<file path="src/rtl/intc_pkg.sv">
package intc_pkg;

  localparam int DATA_W    = 32;
  localparam int ADDR_W    = 6;
  localparam int IDX_W_MAX = 5;

  // word addresses
  localparam int A_NVEC  = 0;
  localparam int A_NACK  = 1;
  localparam int A_FVEC  = 2;
  localparam int A_FACK  = 3;
  localparam int A_NMASK = 4;
  localparam int A_FMASK = 5;
  localparam int A_SWSET = 6;
  localparam int A_NPEND = 7;
  localparam int A_FPEND = 8;
  localparam int A_NEOI  = 9;
  localparam int A_FEOI  = 10;
  localparam int A_NINS  = 11;
  localparam int A_FINS  = 12;
  localparam int A_NPRIO = 16;
  localparam int A_FPRIO = 32;

  // strobes from the control module to one group datapath
  typedef struct packed {
    logic                 ack;
    logic                 maskWr;
    logic                 swWr;
    logic                 eoiWr;
    logic                 prioWr;
    logic [IDX_W_MAX-1:0] prioIdx;
  } grpStrb_t;

endpackage

</file>
<file path="src/rtl/intc_dp.sv">
module intc_dp
  import intc_pkg::*;
#(
  parameter int N     = 16,
  parameter int PW    = 4,
  parameter bit SW_EN = 1'b0,
  localparam int IW   = $clog2(N)
) (
  input  logic              clk,
  input  logic              rstN,
  input  logic [N-1:0]      src,
  input  grpStrb_t          strb,
  input  logic [DATA_W-1:0] wrData,
  output logic              vecValid,
  output logic [IW-1:0]     vecIdx,
  output logic [N-1:0]      pendQ,
  output logic [N-1:0]      maskQ,
  output logic [N-1:0]      insQ,
  output logic [N*PW-1:0]   prioFlat
);

  logic [N-1:0]  prevQ;
  logic [N-1:0]  rise;
  logic [N-1:0]  swSet;
  logic [N-1:0]  ackHot;
  logic [N-1:0]  eoiHot;
  logic [N-1:0]  elig;
  logic [PW-1:0] prioQ [N];
  logic [PW-1:0] bestPrio;
  logic          unusedBits;

  assign unusedBits = ^wrData[DATA_W-1:N];

  // edge capture
  always_ff @(posedge clk) begin
    if (!rstN) prevQ <= '0;
    else       prevQ <= src;
  end
  assign rise = src & ~prevQ;

  // software set path exists only where the group allows it
  generate
    if (SW_EN) begin : g_sw
      assign swSet = strb.swWr ? wrData[N-1:0] : '0;
    end else begin : g_nosw
      assign swSet = '0;
    end
  endgenerate

  assign ackHot = (strb.ack && vecValid) ? (N'(1) << vecIdx) : '0;
  assign eoiHot = strb.eoiWr ? (N'(1) << wrData[IW-1:0]) : '0;

  always_ff @(posedge clk) begin
    if (!rstN) begin
      pendQ <= '0;
      insQ  <= '0;
      maskQ <= '1;
    end else begin
      pendQ <= (pendQ & ~ackHot) | rise | swSet;
      insQ  <= (insQ & ~eoiHot) | ackHot;
      if (strb.maskWr) maskQ <= wrData[N-1:0];
    end
  end

  generate
    for (genvar i = 0; i < N; i++) begin : g_prio
      always_ff @(posedge clk) begin
        if (!rstN) prioQ[i] <= '1;
        else if (strb.prioWr && (int'(strb.prioIdx) == i)) prioQ[i] <= wrData[PW-1:0];
      end
      assign prioFlat[i*PW +: PW] = prioQ[i];
    end
  endgenerate

  // winner choice: strict compare keeps the lower number on ties
  assign elig = pendQ & ~maskQ & ~insQ;

  always_comb begin
    vecValid = 1'b0;
    vecIdx   = '0;
    bestPrio = '1;
    for (int i = 0; i < N; i++) begin
      if (elig[i] && (!vecValid || (prioQ[i] < bestPrio))) begin
        vecValid = 1'b1;
        vecIdx   = IW'(i);
        bestPrio = prioQ[i];
      end
    end
  end


  ack_sets_insrv_chk: assert property (@(posedge clk) disable iff (!rstN)
    (strb.ack && vecValid) |=> insQ[$past(vecIdx)]);


  empty_ack_chk: assert property (@(posedge clk) disable iff (!rstN)
    (strb.ack && !vecValid && !strb.eoiWr) |=> $stable(insQ));


  winner_elig_chk: assert property (@(posedge clk) disable iff (!rstN)
    vecValid |-> (pendQ[vecIdx] && !maskQ[vecIdx] && !insQ[vecIdx]));


  eoi_clear_chk: assert property (@(posedge clk) disable iff (!rstN)
    (strb.eoiWr && !strb.ack) |=> !insQ[$past(wrData[IW-1:0])]);

  generate
    for (genvar k = 0; k < N; k++) begin : g_chk

      pend_cause_chk: assert property (@(posedge clk) disable iff (!rstN)
        $rose(pendQ[k]) |-> ($past(src[k]) || $past(strb.swWr)));
    end
  endgenerate

endmodule

</file>
<file path="src/rtl/intc_ctrl.sv">
module intc_ctrl
  import intc_pkg::*;
#(
  parameter int NN  = 16,
  parameter int FN  = 8,
  parameter int NPW = 4,
  parameter int FPW = 3,
  localparam int NIW = $clog2(NN),
  localparam int FIW = $clog2(FN)
) (
  input  logic              clk,
  input  logic              rstN,
  input  logic [ADDR_W-1:0] addr,
  input  logic              wrEn,
  input  logic              rdEn,
  input  logic              nValid,
  input  logic [NIW-1:0]    nIdx,
  input  logic [NN-1:0]     nPend,
  input  logic [NN-1:0]     nMask,
  input  logic [NN-1:0]     nIns,
  input  logic [NN*NPW-1:0] nPrioFlat,
  input  logic              fValid,
  input  logic [FIW-1:0]    fIdx,
  input  logic [FN-1:0]     fPend,
  input  logic [FN-1:0]     fMask,
  input  logic [FN-1:0]     fIns,
  input  logic [FN*FPW-1:0] fPrioFlat,
  output grpStrb_t          nStrb,
  output grpStrb_t          fStrb,
  output logic [DATA_W-1:0] rdData
);

  int   addrI;
  int   nOff;
  int   fOff;
  logic nPrioHit;
  logic fPrioHit;

  assign addrI    = int'(addr);
  assign nOff     = addrI - A_NPRIO;
  assign fOff     = addrI - A_FPRIO;
  assign nPrioHit = (addrI >= A_NPRIO) && (addrI < A_NPRIO + NN);
  assign fPrioHit = (addrI >= A_FPRIO) && (addrI < A_FPRIO + FN);

  function automatic logic [DATA_W-1:0] vecWord(input logic valid, input logic [4:0] idx, input int iw);
    logic [DATA_W-1:0] w;
    w = '1;
    if (valid) begin
      for (int b = 0; b < iw; b++) w[b] = idx[b];
    end
    return w;
  endfunction

  always_comb begin
    nStrb         = '0;
    fStrb         = '0;
    nStrb.ack     = rdEn && (addrI == A_NACK);
    fStrb.ack     = rdEn && (addrI == A_FACK);
    nStrb.maskWr  = wrEn && (addrI == A_NMASK);
    fStrb.maskWr  = wrEn && (addrI == A_FMASK);
    nStrb.swWr    = wrEn && (addrI == A_SWSET);
    nStrb.eoiWr   = wrEn && (addrI == A_NEOI);
    fStrb.eoiWr   = wrEn && (addrI == A_FEOI);
    nStrb.prioWr  = wrEn && nPrioHit;
    fStrb.prioWr  = wrEn && fPrioHit;
    nStrb.prioIdx = nPrioHit ? IDX_W_MAX'(nOff) : '0;
    fStrb.prioIdx = fPrioHit ? IDX_W_MAX'(fOff) : '0;
  end

  always_comb begin
    rdData = '0;
    case (addrI)
      A_NVEC, A_NACK: rdData = vecWord(nValid, 5'(nIdx), NIW);
      A_FVEC, A_FACK: rdData = vecWord(fValid, 5'(fIdx), FIW);
      A_NMASK:        rdData = DATA_W'(nMask);
      A_FMASK:        rdData = DATA_W'(fMask);
      A_NPEND:        rdData = DATA_W'(nPend);
      A_FPEND:        rdData = DATA_W'(fPend);
      A_NINS:         rdData = DATA_W'(nIns);
      A_FINS:         rdData = DATA_W'(fIns);
      default: begin
        if (nPrioHit)      rdData = DATA_W'(nPrioFlat[nOff*NPW +: NPW]);
        else if (fPrioHit) rdData = DATA_W'(fPrioFlat[fOff*FPW +: FPW]);
      end
    endcase
  end


  peek_quiet_chk: assert property (@(posedge clk) disable iff (!rstN)
    (rdEn && ((addrI == A_NVEC) || (addrI == A_FVEC))) |-> (!nStrb.ack && !fStrb.ack));


  one_strobe_chk: assert property (@(posedge clk) disable iff (!rstN)
    $onehot0({nStrb.ack, fStrb.ack, nStrb.maskWr, fStrb.maskWr, nStrb.swWr,
              nStrb.eoiWr, fStrb.eoiWr, nStrb.prioWr, fStrb.prioWr}));

endmodule

</file>
<file path="src/rtl/prio_intc.sv">
module prio_intc
  import intc_pkg::*;
#(
  parameter int NN  = 16,
  parameter int FN  = 8,
  parameter int NPW = 4,
  parameter int FPW = 3
) (
  input  logic              clk,
  input  logic              rstN,
  input  logic [NN-1:0]     nSrc,
  input  logic [FN-1:0]     fSrc,
  input  logic [ADDR_W-1:0] addr,
  input  logic              wrEn,
  input  logic              rdEn,
  input  logic [DATA_W-1:0] wrData,
  output logic [DATA_W-1:0] rdData,
  output logic              nIrq,
  output logic              fIrq
);

  localparam int NIW = $clog2(NN);
  localparam int FIW = $clog2(FN);

  grpStrb_t            nStrb;
  grpStrb_t            fStrb;
  logic                nValid;
  logic                fValid;
  logic [NIW-1:0]      nIdx;
  logic [FIW-1:0]      fIdx;
  logic [NN-1:0]       nPend;
  logic [NN-1:0]       nMask;
  logic [NN-1:0]       nIns;
  logic [FN-1:0]       fPend;
  logic [FN-1:0]       fMask;
  logic [FN-1:0]       fIns;
  logic [NN*NPW-1:0]   nPrioFlat;
  logic [FN*FPW-1:0]   fPrioFlat;

  intc_ctrl #(.NN(NN), .FN(FN), .NPW(NPW), .FPW(FPW)) ctrl_i (
    .clk(clk), .rstN(rstN), .addr(addr), .wrEn(wrEn), .rdEn(rdEn),
    .nValid(nValid), .nIdx(nIdx), .nPend(nPend), .nMask(nMask), .nIns(nIns), .nPrioFlat(nPrioFlat),
    .fValid(fValid), .fIdx(fIdx), .fPend(fPend), .fMask(fMask), .fIns(fIns), .fPrioFlat(fPrioFlat),
    .nStrb(nStrb), .fStrb(fStrb), .rdData(rdData)
  );

  intc_dp #(.N(NN), .PW(NPW), .SW_EN(1'b1)) normDp_i (
    .clk(clk), .rstN(rstN), .src(nSrc), .strb(nStrb), .wrData(wrData),
    .vecValid(nValid), .vecIdx(nIdx), .pendQ(nPend), .maskQ(nMask), .insQ(nIns), .prioFlat(nPrioFlat)
  );

  intc_dp #(.N(FN), .PW(FPW), .SW_EN(1'b0)) fastDp_i (
    .clk(clk), .rstN(rstN), .src(fSrc), .strb(fStrb), .wrData(wrData),
    .vecValid(fValid), .vecIdx(fIdx), .pendQ(fPend), .maskQ(fMask), .insQ(fIns), .prioFlat(fPrioFlat)
  );

  assign nIrq = nValid;
  assign fIrq = fValid;

endmodule

</file>
<file path="config.mk">
export PLATFORM = sky130hd
export DESIGN_NAME = prio_intc
export DESIGN_NICKNAME = d
export VERILOG_FILES = /design/src/rtl/intc_pkg.sv /design/src/rtl/intc_dp.sv /design/src/rtl/intc_ctrl.sv /design/src/rtl/prio_intc.sv
export SDC_FILE = /design/constraint.sdc
export NUM_CORES = 1
export LEC_CHECK = 0
export ABC_AREA = 1
export BUFFER_PORTS_ARGS = -buffer_cell sky130_fd_sc_hd__buf_2
export CAP_MARGIN = 20
export CORE_AREA = 5 5 187 189
export DETAILED_ROUTE_END_ITERATION = 8
export DIE_AREA = 0 0 192 194
export REMOVE_ABC_BUFFERS = 1
export SKIP_LAST_GASP = 1
export SYNTH_ARGS = -nofsm -noshare
export SYNTH_HDL_FRONTEND = slang
export SYNTH_SLANG_ARGS = --single-unit
</file>
<file path="constraint.sdc">
create_clock -name clk -period 15.2 [get_ports clk]
set_input_delay 0.76 -clock clk [delete_from_list [all_inputs] [get_ports clk]]
set_output_delay 0.76 -clock clk [all_outputs]
set_load 0.01 [all_outputs]
</file>
[Word-level counts from Yosys, hierarchy flattened]
Memory sizes are Yosys's and may differ from the RTL's.
Index checks and enable logic that the tools add are counted.
Storage, ports and cells
  flip-flop bits (word level): 96
  RAM bits: 88
  input port bits: 66
  memories: 2
Operators by class
  add/subtract/negate cells: 2
  multiply operators: 1
  order comparisons: 26
  equality and inequality tests: 38
  shifts and indexed selects: 6
  mux-type cells: 177
  bitwise gates (word level): 49
  reductions and logical operators: 108
Memories
  normDp_i.prioQ: words 16, width 4, rd ports 16, clocked after memory_dff 0, write ports 16, RTL line intc_dp.sv:28  | logic [PW-1:0] prioQ [N];
  fastDp_i.prioQ: words 8, width 3, rd ports 8, clocked after memory_dff 0, write ports 8, RTL line intc_dp.sv:28
Operators with widths (number)
  $pmux 32 s8: 1
  $mux 4: 40
  $mux 1: 99
  $and 16x16->16: 5
  $not 16->16: 5
  $mux 3: 25
  $shiftx 64x32->4: 1
  $lt 4x4->1: 15
  $logic_and 1x1->1: 59
  $mux 16: 3
  $or 16x16->16: 3
  $and 8x8->8: 5
  $eq 5x4->1 const B: 8
  $eq 5x5->1 const B: 8
  $not 8->8: 5
  $eq 6x4->1 const B: 6
  $logic_not 32->1: 1
  $mul 32x3->32 const B: 1
  $mux 32: 1
  $shiftx 24x32->3: 1
  $shl 1x4->16 const A: 2
  $eq 6x3->1 const B: 4
  $or 1x1->1: 24
  $logic_not 1->1: 22
  19 further kinds: 63

[Logic depth before layout (Yosys ltp)]
  word-level depth: 70
  depth in mapped cells: 143
  mapped depth without buffers: 142

[Cells and area by module]
A second synthesis with hierarchy kept.
Second synthesis, totals
  cell total of the unflattened synthesis: 2036
  area total of the unflattened synthesis: 13740.7 µm²
Modules (own cells, without submodules)
  intc_dp at normDp_i: times used 1, cells each 1110, area each 7915.1 µm², sequential area each 3203.1 µm²
  intc_dp at fastDp_i: times used 1, cells each 427, area each 3139.3 µm², sequential area each 1361.3 µm²
  intc_ctrl: times used 1, cells each 499, area each 2686.3 µm², sequential area each 0.0 µm²

[Worst setup path before layout]
No wires, ideal clock.
  path type: register to output
  start point: register normDp_i.pendQ[0]
  end point: output port rdData[0]
  arrival time: 14.017 ns
  data required time: 14.440 ns
  slack: 0.423 ns
  cell stages (with the launch flop): 129
  path through: dfxtp_1 > inv_2 > nor2_4 > nand2_2 > nor2_1 > ha_1 > a31oi_1 > nand2_1 > nand2_2 > nand2_4 > o21ai_0 > ha_1 > inv_1 > o21bai_1 > inv_2 > nand2_2 > nand2_4 > nand2_4 > [93 not listed] > nand2_1 > nand2_1 > nand2_1 > nand2_2 > nand2_4 > nand2_1 > o21ai_0 > ha_1 > nand2_1 > inv_1 > nand2_1 > nand2_1 > nand2_2 > nand2_4 > buf_8 > nand3_1 > nand2_1 > o2111ai_1
Between the ends
  word-level cells in the longest chain between the ends: 65
  elaborated cells between the ends (all ways): 110
RTL lines
  start, declared: RTL line intc_dp.sv:16  | output logic [N-1:0] pendQ,
  start signal, assigned: RTL line intc_dp.sv:59  | pendQ <= (pendQ & ~ackHot) | rise | swSet;
  $and 16x16->16 (2 in series): RTL line intc_dp.sv:76  | assign elig = pendQ & ~maskQ & ~insQ;
  $mux 4 / $mux 1 (equally long branches): RTL line intc_dp.sv:83  | if (elig[i] && (!vecValid || (prioQ[i] < bestPrio))) begin
  $lt 4x4->1 / $logic_not 1->1 (equally long branches): RTL line intc_dp.sv:83
  $logic_or 1x1->1: RTL line intc_dp.sv:83
  $logic_and 1x1->1: RTL line intc_dp.sv:83
  $mux 4 / $mux 1 (equally long branches): RTL line intc_dp.sv:83
  $lt 4x4->1 / $logic_not 1->1 (equally long branches): RTL line intc_dp.sv:83
  $logic_or 1x1->1: RTL line intc_dp.sv:83
  [48 not listed]
  $logic_and 1x1->1: RTL line intc_dp.sv:83
  $mux 4 / $mux 1 (equally long branches): RTL line intc_dp.sv:83
  $lt 4x4->1 / $logic_not 1->1 (equally long branches): RTL line intc_dp.sv:83
  $logic_or 1x1->1: RTL line intc_dp.sv:83
  $logic_and 1x1->1: RTL line intc_dp.sv:83
  $mux 4 / $mux 1 (equally long branches): RTL line intc_dp.sv:83
  $mux 4: RTL line intc_ctrl.sv:48  | if (valid) begin
  $pmux 32 s8 (*): RTL line intc_ctrl.sv:72  | case (addrI)
  end, declared: RTL line prio_intc.sv:17  | output logic [DATA_W-1:0] rdData,
Every way passes the cells marked *; elsewhere a longest branch is shown, timed or not.

[Worst setup path after layout]
  start point: register normDp_i.pendQ[0]
  end point: output port rdData[1]
Between the ends
  word-level cells in the longest chain between the ends: 65
  elaborated cells between the ends (all ways): 109
RTL lines (RTL line)
  $and 16x16->16 (*) (2 in series): intc_dp.sv:76
  $mux 4 / $mux 1 (equally long branches): intc_dp.sv:83
  $lt 4x4->1 / $logic_not 1->1 (equally long branches): intc_dp.sv:83
  $logic_or 1x1->1: intc_dp.sv:83
  $logic_and 1x1->1: intc_dp.sv:83
  $mux 4 / $mux 1 (equally long branches): intc_dp.sv:83
  $lt 4x4->1 / $logic_not 1->1 (equally long branches): intc_dp.sv:83
  $logic_or 1x1->1: intc_dp.sv:83
  [48 not listed]
  $logic_and 1x1->1: intc_dp.sv:83
  $mux 4 / $mux 1 (equally long branches): intc_dp.sv:83
  $lt 4x4->1 / $logic_not 1->1 (equally long branches): intc_dp.sv:83
  $logic_or 1x1->1: intc_dp.sv:83
  $logic_and 1x1->1: intc_dp.sv:83
  $mux 4 / $mux 1 (equally long branches): intc_dp.sv:83
  $mux 4 (*): intc_ctrl.sv:48
  $pmux 32 s8 (*): intc_ctrl.sv:72
Marked as above.

==> results.md <==
- # IOs: 100
- Post-synthesis average cell area: 6.99 sq um
- Gate Count Post-Synth: ~1.9k
- CP required: 14440 ps
- PortBufs: just over 80
- Clk_lat worst skew: 440 ps
- Skew final: 9.35 ps
- YS warnings: 0
- MaxCap Viol Count: 0
- Dpl cells: around 2.5k
- Synth Area in Simple Gates: 33.1%
- Clock share of power: 37.4%
- Routability cong.: 0.906
- Sw Share: 28.9%
- CTS tree: built
- Die width: between 150 and 200 microns
- CTS root buf: clkbuf_16
- Peak supply drop: roughly 0.079 mV
- Post-Synth XOR/XNOR Area: 0.0669%
- Max Slew Vio Count: 0
- Clock buffer depth: 2
- Final worst path period need: roughly 15000 ps
- Worst slew margin: around 28%
- Via density: 5.24
- Compound-gate portion of the synthesized area: between 10% and 20%
- Post-DP HPWL: 31200 microns
- CP max-delay cell: dfxtp_2
- Final Cycle Share: 96.2%
- DIE AREA: roughly 37000 sq um
- Clk pin slew, worst setup/hold paths: around 70 ps
- Initial antenna violation count: 0
- Nets: 2178
- # diodes: 0
- Vias post-DR: 13.2k
- Residual DRC: 0
- Final wirelength: 41600 microns
- Crit-path max cell delay: 340 ps
- CTS H-tree lvls: 4
- Filler cells: 3354
- Int Pwr: 839 uW
- Non-filler cells, final: around 2.5k
- Fmax achieved: just under 70 MHz
- CTS buffer count: 17
- Most frequent cells in the layout: 445 x nand2_1, 226 x inv_1, 166 x nor2_1
- Largest net degree at the start of global routing: 73
- P&R area growth vs syn: 19.9%
- Ys flop type: dfxtp_1
- Hold crit path type: flip-flop to flip-flop
- EDFF count, synth: 88
- Overall Global Routing Usage: a little over a fifth
- Final Hold Viols: 0
- Setup repair after global routing missed its margin: yes
- Vias in the first global route: 12.6k
- Share of layout cells above drive strength 1: between 20% and 30%
- Critical Path AT: 13870 ps
- Multiplexer share of the synthesized area: 0%
- Grt ovf: 0
- Seq pwr share: 47.2%
- Die H: 194 microns
- Std cell rows: 67
- Combinational share of power: around 16%
- First-pass iteration count of the detailed router: 7
- Starting Density: 39.5%
- PD cells: approximately 75 nW/um^2
- Most common cell after layout, fill and taps aside: nand2_1
- Syn Std Cell Area: 13100 sq um
- CP max FO: 7
- Share of flip-flops with an asynchronous set or reset: 0%
- DRC violation total after the first TritonRoute iteration: about 1.0k
- ANT nets after route: 0
- Sequential share of the synthesized area: 34.9%
- Seq cells post-synth: 184
- Avg WL per Cell: 16.5 microns
- Final setup viols: 0
- NetSw: 342 uW
- Setup TNS: 0 ps
- Outcome: completed
- CTS Sinks: 184
- Global-route wire length before repair: 65700 microns
- Adder-Cell Fraction of Synth Area: 5.22%
- Worst Max-Slew Pin Slew: 1060 ps
- Setup crit end kind: primary output
- Startpoint types: flip-flop
- Core Footprint: 33100 sq um
- Synth cell types: 57
- Setup CP Type: flip-flop to primary output
- Most used cell, CP: nand2_2
- P_leak: about 0.0075 uW
- Main combinational cell family by area after synthesis: simple AND/OR/NAND/NOR gates
==> what timing repair did <==
action,CTS,global route
setup buffers,0,15
setup endpoints to repair,34,35
hold buffers,0,0
resized for setup,29,52
pin swaps,1,80
==> kinds of logic after synthesis <==
family,after synthesis
AOI/OAI and AO/OA,349
adders and majority gates,54
DFF,184
xor gates and xnor gates,1
buffers and inverters,334
and+or+nand+nor,950
==> path summary, 6_finish.rpt <==
path / start / endpoint / slack (ps) / depth (start not counted)
max: normDp_i.pendQ[0] / rdData[1] / 570 / 136
min: fastDp_i.prevQ[4] / fastDp_i.pendQ[4] / 420 / 1
max reg2reg: normDp_i.pendQ[0] / normDp_i.pendQ[13] / 1460 / 137
min reg2reg: fastDp_i.prevQ[4] / fastDp_i.pendQ[4] / 420 / 1
==> power by group through the flow <==
stage	Sequential, uW	Clock (uW)	Combinational [uW]
after global routing	560	465	204
after detailed placement	567	0	175
after floorplan	560	0	109
after CTS	556	445	178
after global placement	567	0	172
final	557	441	183
==> synth_stat cells (4+ instances only) <==
master	number	area (sq um)
nand4_2	7	87.6
o211ai_1	21	158
a31oi_1	8	50.1
o21bai_1	26	195
inv_2	25	93.8
buf_4	15	113
o22ai_1	5	31.3
nor3_1	46	230
a22oi_1	26	195
nor2_2	4	25.0
a21oi_1	109	546
o2111ai_1	5	43.8
ha_1	53	663
inv_1	226	848
clkbuf_1	46	173
o221ai_1	11	96.3
nor2_1	169	634
nand2_4	27	304
buf_1	4	15.0
nand4_1	8	50.1
o21ai_0	108	541
nand2_2	48	300
nand3_1	149	746
nand3b_1	5	37.5
nand2_1	468	1760
edfxtp_1	88	2640
clkinv_1	9	33.8
a221oi_1	9	78.8
or2_2	9	56.3
o32ai_1	5	43.8
dfxtp_1	96	1920
==> worst max-delay path, delay by kind of cell, from the launching register on <==
family | cells | cell delay, ps
and+or+nand+nor | 86 | 6090
buffers and inverters | 14 | 780
adders and majority gates | 15 | 4280
AOI/OAI and AO/OA | 21 | 1950
DFF | 1 | 340
==> per-layer routing <==
metal  GRT usage, %  wire (microns)  vias up
met5              0               0        -
met3           2.70            2550       82
met1           29.3           18200     6122
li1               -               -     6570
met2           36.4           19600      438
met4           8.00            1340        0
==> final cells by class <==
cell class                 instances  area (sq um)  area share [%]
clock buffer                      23           500            3.19
sequential                       184          4570            29.1
tap                              448           561            3.57
clock inverter                     9          76.3           0.486
inverter                         263          1000            6.39
multi-input combinational       1354          7390            47.1
timing repair buffer             238          1600            10.2
==> stage by stage <==
stage / hold slack (ps) / utilization (%) / power, uW / area [sq um] / worst slack (ps)
final: 418 / 47.4 / 1180 / 15700 / 571
after global routing: 446 / 47.4 / 1230 / 15700 / -666
after CTS: 421 / 46.4 / 1180 / 15400 / 38.8
after detailed placement: 412 / 44.4 / 742 / 14700 / -641
after global placement: 405 / 44.4 / 739 / 14700 / -251
after floorplan: 399 / - / 669 / 12700 / 442
==> flip-flops by register name, indices dropped and copies added, names as in the netlist <==
register	cells
normDp_i.pendQ	16
normDp_i.maskQ	16
normDp_i.prevQ	16
fastDp_i.maskQ	8
fastDp_i.insQ	8
normDp_i.prioQ	64
fastDp_i.prevQ	8
fastDp_i.prioQ	24
fastDp_i.pendQ	8
normDp_i.insQ	16
(Power assumes the default switching activity.)
